`config.mk`:
```
export PLATFORM = sky130hd
export DESIGN_NAME = psr_access_unit
export DESIGN_NICKNAME = d
export VERILOG_FILES = /design/src/rtl/psr_pkg.sv /design/src/rtl/psr_write_mask.sv /design/src/rtl/psr_saved_bank.sv /design/src/rtl/psr_access_unit.sv
export SDC_FILE = /design/constraint.sdc
export NUM_CORES = 1
export LEC_CHECK = 0
export ABC_AREA = 0
export ABC_CLOCK_PERIOD_IN_PS = 7430
export BUFFER_PORTS_ARGS = -buffer_cell sky130_fd_sc_hd__buf_2
export CAP_MARGIN = 25
export CORE_ASPECT_RATIO = 0.75
export CORE_MARGIN = 2
export CORE_UTILIZATION = 59
export CTS_CLUSTER_SIZE = 28
export DETAILED_ROUTE_END_ITERATION = 10
export PLACE_DENSITY = 0.86
export SYNTH_ARGS = -nofsm -noshare
export SYNTH_HDL_FRONTEND = slang
export SYNTH_SLANG_ARGS = --single-unit
```
`constraint.sdc`:
```
create_clock -name clk_i -period 7.43 [get_ports clk_i]
set_input_delay 1.8575 -clock clk_i [delete_from_list [all_inputs] [get_ports clk_i]]
set_output_delay 1.8575 -clock clk_i [all_outputs]
set_load 0.005 [all_outputs]
```
`src/rtl/psr_pkg.sv`:
```
package psr_pkg;
  localparam int PSR_W      = 32;
  localparam int MODE_W     = 5;
  localparam int FLAG_W     = 4;
  localparam int BIT_I      = 7;
  localparam int BIT_F      = 6;
  localparam int NUM_BANKS  = 5;
  localparam int BANK_IDX_W = $clog2(NUM_BANKS);

  localparam logic [PSR_W-1:0] FLAG_MASK  = {{FLAG_W{1'b1}}, {(PSR_W-FLAG_W){1'b0}}};
  localparam logic [PSR_W-1:0] CTRL_MASK  = {{(PSR_W-8){1'b0}}, 8'hFF};
  localparam logic [PSR_W-1:0] RESET_WORD = {{(PSR_W-8){1'b0}}, 8'hD3};

  typedef enum logic [MODE_W-1:0] {
    MODE_USR = 5'b10000,
    MODE_FIQ = 5'b10001,
    MODE_IRQ = 5'b10010,
    MODE_SVC = 5'b10011,
    MODE_ABT = 5'b10111,
    MODE_UND = 5'b11011,
    MODE_SYS = 5'b11111
  } mode_e;

  typedef enum logic [1:0] {
    OP_IDLE  = 2'b00,
    OP_READ  = 2'b01,
    OP_WR    = 2'b10,
    OP_WR_FL = 2'b11
  } op_e;

  typedef struct packed {
    logic                  hit;
    logic [BANK_IDX_W-1:0] idx;
  } bank_sel_t;

  function automatic bank_sel_t bank_of(input logic [MODE_W-1:0] mode);
    bank_sel_t s;
    s.hit = 1'b1;
    s.idx = '0;
    case (mode)
      MODE_FIQ: s.idx = BANK_IDX_W'(0);
      MODE_IRQ: s.idx = BANK_IDX_W'(1);
      MODE_SVC: s.idx = BANK_IDX_W'(2);
      MODE_ABT: s.idx = BANK_IDX_W'(3);
      MODE_UND: s.idx = BANK_IDX_W'(4);
      default:  s.hit = 1'b0;
    endcase
    return s;
  endfunction
endpackage

```
`src/rtl/psr_write_mask.sv`:
```
module psr_write_mask
  import psr_pkg::*;
(
  input  logic [1:0]       op_i,
  input  logic             imm_i,
  input  logic             priv_i,
  output logic [PSR_W-1:0] mask_o
);
  always_comb begin
    mask_o = '0;
    if (op_i == OP_WR || op_i == OP_WR_FL) begin
      mask_o = FLAG_MASK;
      // control byte only for register-form full writes while privileged
      if (op_i == OP_WR && !imm_i && priv_i) mask_o = FLAG_MASK | CTRL_MASK;
    end
  end

  always_comb begin
    if (op_i == OP_WR_FL || imm_i)
      assert_flag_only_R4: assert ((mask_o & ~FLAG_MASK) == '0);
    assert_reserved_mask_R7: assert ((mask_o & ~(FLAG_MASK | CTRL_MASK)) == '0);
  end
endmodule

```
`src/rtl/psr_saved_bank.sv`:
```
module psr_saved_bank
  import psr_pkg::*;
(
  input  logic                  clk_i,
  input  logic                  rst_ni,
  input  logic                  exc_we_i,
  input  logic [BANK_IDX_W-1:0] exc_idx_i,
  input  logic [PSR_W-1:0]      exc_data_i,
  input  logic                  ins_we_i,
  input  logic [BANK_IDX_W-1:0] ins_idx_i,
  input  logic [PSR_W-1:0]      ins_mask_i,
  input  logic [PSR_W-1:0]      ins_data_i,
  input  logic [BANK_IDX_W-1:0] rd_idx_i,
  output logic [PSR_W-1:0]      rd_data_o
);
  logic [PSR_W-1:0]     bank_all [NUM_BANKS];
  logic [NUM_BANKS-1:0] bank_we;

  for (genvar b = 0; b < NUM_BANKS; b++) begin : g_bank
    logic [PSR_W-1:0] q;
    logic             exc_hit, ins_hit;
    assign exc_hit    = exc_we_i && (exc_idx_i == BANK_IDX_W'(b));
    assign ins_hit    = ins_we_i && (ins_idx_i == BANK_IDX_W'(b));
    assign bank_we[b] = exc_hit || ins_hit;
    assign bank_all[b] = q;

    always_ff @(posedge clk_i or negedge rst_ni) begin
      if (!rst_ni)      q <= '0;
      else if (exc_hit) q <= exc_data_i;
      else if (ins_hit) q <= (q & ~ins_mask_i) | (ins_data_i & ins_mask_i);
    end
  end

  always_comb begin
    rd_data_o = '0;
    if (32'(rd_idx_i) < NUM_BANKS) rd_data_o = bank_all[rd_idx_i];
  end

  assert_one_bank_R11: assert property (@(posedge clk_i) disable iff (!rst_ni)
    $onehot0(bank_we));
  assert_bank_capture_R9: assert property (@(posedge clk_i) disable iff (!rst_ni)
    (exc_we_i && 32'(exc_idx_i) < NUM_BANKS) |=> bank_all[$past(exc_idx_i)] == $past(exc_data_i));
endmodule

```
`src/rtl/psr_access_unit.sv`:
```
module psr_access_unit
  import psr_pkg::*;
(
  input  logic              clk_i,
  input  logic              rst_ni,
  input  logic [1:0]        op_i,
  input  logic              target_i,
  input  logic [PSR_W-1:0]  operand_i,
  input  logic              imm_i,
  input  logic              exc_valid_i,
  input  logic [MODE_W-1:0] exc_mode_i,
  output logic [PSR_W-1:0]  rdata_o,
  output logic [PSR_W-1:0]  cpsr_o
);
  logic [PSR_W-1:0] cpsr_q, cpsr_d;
  logic [PSR_W-1:0] mask_cur, mask_sav, sav_rd;
  logic             priv, is_wr, exc_take, cur_we, sav_we;
  bank_sel_t        cur_bank, exc_bank;

  assign priv     = cpsr_q[MODE_W-1:0] != MODE_USR;
  assign cur_bank = bank_of(cpsr_q[MODE_W-1:0]);
  assign exc_bank = bank_of(exc_mode_i);
  assign exc_take = exc_valid_i && exc_bank.hit;
  assign is_wr    = (op_i == OP_WR) || (op_i == OP_WR_FL);
  assign cur_we   = is_wr && !target_i && !exc_take;
  assign sav_we   = is_wr && target_i && cur_bank.hit && !exc_take;

  psr_write_mask u_mask_cur (
    .op_i   (op_i),
    .imm_i  (imm_i),
    .priv_i (priv),
    .mask_o (mask_cur)
  );

  // a saved bank exists only in privileged modes
  psr_write_mask u_mask_sav (
    .op_i   (op_i),
    .imm_i  (imm_i),
    .priv_i (1'b1),
    .mask_o (mask_sav)
  );

  psr_saved_bank u_bank (
    .clk_i      (clk_i),
    .rst_ni     (rst_ni),
    .exc_we_i   (exc_take),
    .exc_idx_i  (exc_bank.idx),
    .exc_data_i (cpsr_q),
    .ins_we_i   (sav_we),
    .ins_idx_i  (cur_bank.idx),
    .ins_mask_i (mask_sav),
    .ins_data_i (operand_i),
    .rd_idx_i   (cur_bank.idx),
    .rd_data_o  (sav_rd)
  );

  always_comb begin
    cpsr_d = cpsr_q;
    if (exc_take) begin
      cpsr_d[MODE_W-1:0] = exc_mode_i;
      cpsr_d[BIT_I]      = 1'b1;
      if (exc_mode_i == MODE_FIQ) cpsr_d[BIT_F] = 1'b1;
    end else if (cur_we) begin
      cpsr_d = (cpsr_q & ~mask_cur) | (operand_i & mask_cur);
    end
  end

  always_ff @(posedge clk_i or negedge rst_ni) begin
    if (!rst_ni) cpsr_q <= RESET_WORD;
    else         cpsr_q <= cpsr_d;
  end

  always_comb begin
    rdata_o = '0;
    if (op_i == OP_READ) begin
      if (!target_i)         rdata_o = cpsr_q;
      else if (cur_bank.hit) rdata_o = sav_rd;
    end
  end

  assign cpsr_o = cpsr_q;

  always_comb begin
    if (op_i == OP_READ && target_i && !cur_bank.hit)
      assert_saved_zero_R8: assert (rdata_o == '0);
  end

  assert_reserved_R7: assert property (@(posedge clk_i) disable iff (!rst_ni)
    1'b1 |=> cpsr_q[27:8] == $past(cpsr_q[27:8]));
  assert_user_wr_R6: assert property (@(posedge clk_i) disable iff (!rst_ni)
    (is_wr && !target_i && !exc_valid_i && cpsr_q[MODE_W-1:0] == MODE_USR)
    |=> cpsr_q[27:0] == $past(cpsr_q[27:0]));
  assert_flags_wr_R4: assert property (@(posedge clk_i) disable iff (!rst_ni)
    (op_i == OP_WR_FL && !target_i && !exc_valid_i) |=> cpsr_q[27:0] == $past(cpsr_q[27:0]));
  assert_exc_entry_R9: assert property (@(posedge clk_i) disable iff (!rst_ni)
    exc_take |=> (cpsr_q[MODE_W-1:0] == $past(exc_mode_i)) && cpsr_q[BIT_I]);
  assert_exc_wins_R10: assert property (@(posedge clk_i) disable iff (!rst_ni)
    (exc_take && is_wr) |=> cpsr_q[31:28] == $past(cpsr_q[31:28]));
endmodule

```
==> flow_summary_export.csv <==
group,metric,value,unit
min_path,hold_depth,1,
clock_network,cts_buffers,9,
power_and_ir_drop,p_leak,0.002302,uW
global_route,antenna_found_initial,0,
floorplan,coreArea,7812,sq um
finish,fin_cells,631,
global_route,grt_pass1_wl,20490,microns
logic_synthesis,synth.largest_area_cell,"dfrtp_1",
sta,fin_crit_sh,74.90,%
global_route,track_usage,31.59,%
logic_synthesis,ys_types,58,
worst_setup_path,critPathRequiredTime,5570,ps
finish,syn_to_final_growth,8.866,%
sta,final.min_clock_period,5565,ps
clock_network,cts.sinks,72,
power_and_ir_drop,ir_drop,0.1787,mV
floorplan,rows,28,
global_route,grt_pass1_vias,3915,
min_path,hp-class,"flop to flop",
floorplan,die_area,8727,sq um
floorplan,die_h,81.41,microns
route,via_count,4080,
worst_setup_path,cp_max_fo,6,
logic_synthesis,synth_top_area_share,35.57,%
logic_synthesis,async_flop_share,100.0,%
finish,drive_above_1_share,28.14,%
sta,slew-limit-headroom,27.85,%
worst_setup_path,crit_path_end_kind,"primary output",
sta,timing.fmax,0.1797,GHz
clock_network,clkLatencyLatePin,370,ps
clock_network,postCtsSetupBuffers,0,
global_route,grt_overflow_total,0,
sta,final-setup-viol-count,0,
worst_setup_path,worst_r2r_path_depth,5,
worst_setup_path,crit_arrival,3710,ps
clock_network,clock_path_buffers,2,
worst_setup_path,startpoint_type,"primary input",
clock_network,cts.repair.resized,0,
clock_network,htreeDepth,3,
floorplan,ioPinCount,108,
finish,multi_input_area,2604,sq um
finish,n_fill_cell,609,
sta,skew,11.83,ps
logic_synthesis,synth_seq_area_share,38.36,%
global_route,grt_max_degree,73,
floorplan,start_util,60.33,%
place,placed_cells,614,
sta,finalMaxSlewViolations,0,
clock_network,cts_tree,"done",
finish,fin_util,65.68,%
floorplan,die_x,107.2,microns
route,drc,0,
route,first_pass_iters,6,
route,viasPerCell,6.466,
finish,layout_commonest_cell,"dfrtp_1",
route,ant_nets,0,
route,drt_iter0_drc,417,
finish,n_antenna_cell,0,
worst_setup_path,path_class,"primary input to primary output",
logic_synthesis,yosys_warnings,0,
power_and_ir_drop,p_per_area,263.5,nW/um^2
place,gp_congestion,0.8952,
logic_synthesis,synth.area.top_cells,"dfrtp_1 (36%), mux2_2 (10%), buf_4 (6.5%), mux4_2 (5.3%), o21ai_0 (5.2%)",
logic_synthesis,synth_cells,487,
sta,worst_slew_pin_slew,1082,ps
logic_synthesis,synth_ff_type,"dfrtp_1",
logic_synthesis,synth_edf_count,0,
worst_setup_path,reg2reg_setup_slack,4530,ps
place,place_area,4850,sq um
power_and_ir_drop,p_total,1352,uW
logic_synthesis,syn_avg_cell_area,9.678,sq um
flow_run,maxCapViolCount,0,
sta,rsz0062_at_grt,"false",
clock_network,cts_root_buf,"clkbuf_8",
place,io_buffers,47,
outcome,status,"finished, final reports clean",
finish,finalInstanceArea,5131,sq um
place,dp_hpwl,8583,microns
logic_synthesis,ys_ff_latch,72,
logic_synthesis,netlist_area,4713,sq um
route,drt_wl_total,12990,microns
sta,tns,0,ps
clock_network,clk_pin_slew_worst_paths,80,ps
finish,mostFrequentLayoutCells,"dfrtp_1 (67), nand2_1 (65), o21ai_0 (49)",
finish,seqCellArea,1808,sq um
clock_network,postCtsHoldBufs,0,
finish,nets,565,
sta,hold_violations,0,
route,wl_per_cell,20.59,microns
==> power breakdown <==
group          switching (uW)  internal (uW)
Clock                     159            258
Sequential                100            488
Combinational             174            173
Total                     433            919
==> synth_stat cells, types with 7 or more instances <==
cell type,number
a21oi_1,9
a31oi_1,12
buf_2,8
buf_4,41
clkbuf_1,17
dfrtp_1,67
mux2_2,43
mux2i_1,7
mux4_2,11
nand2_1,65
nor2_1,38
o21ai_0,49
or3_1,11
==> sequential cells by signal, indices dropped and copies added, names as in the netlist <==
signal           count
cpsr_o              12
u_bank.g_bank.q     60
==> through the flow <==
stage | hold WS (ps) | setup WS [ps]
global placement | 482.9 | 2086
floorplan | 470.8 | 2707
finish | 509.3 | 1865
CTS | 507.2 | 2006
detailed placement | 488.9 | 2025
global route | 527.7 | 1846
==> layer usage <==
| layer | global-route usage (%) | up-vias | part of all wire (%) |
|---|---|---|---|
| li1 | - | 1752 | - |
| met5 | 0 | - | 0 |
| met4 | 12.99 | 0 | 3.4 |
| met3 | 10.59 | 54 | 13 |
| met2 | 49.62 | 284 | 46 |
| met1 | 40.59 | 1990 | 38 |
==> cells by family after synthesis <==
group,count (synthesis),synth area share (%)
AO/OA/AOI/OAI,119,18.58
buffers and inverters,75,9.610
flip-flops,72,38.36
multiplexers,61,17.02
adder cells (fa/ha/maj),1,0.2124
other,1,0.07956
AND/OR/NAND/NOR,158,16.14
==> final timing paths <==
check                                      start                     end
max                                     target_i              rdata_o[1]
min                        u_bank.g_bank[1].q[1]   u_bank.g_bank[1].q[1]
max reg2reg                            cpsr_o[2]  u_bank.g_bank[1].q[28]
min reg2reg                u_bank.g_bank[1].q[1]   u_bank.g_bank[1].q[1]
max in group asynchronous                 rst_ni   u_bank.g_bank[1].q[5]
min in group asynchronous                 rst_ni   u_bank.g_bank[4].q[3]
==> worst max-delay path, cell delays in order <==
cell and delay, ps:
buf_2 170, nand2_1 90, nor2b_1 550, nor2b_1 560, a22o_1 220, a21o_1 130
buf_2 130
==> area by class of cell <==
cell class,instances,area share (%)
Timing Repair Buffer,55,5.974
Clock buffer,9,2.414
Multi-Input combinational cell,379,50.74
Clock inverter,7,2.780
Inverter,4,0.2926
Sequential cell,72,35.24
Tap cell,105,2.560
Note: power is estimated with default switching activity, not from simulation.
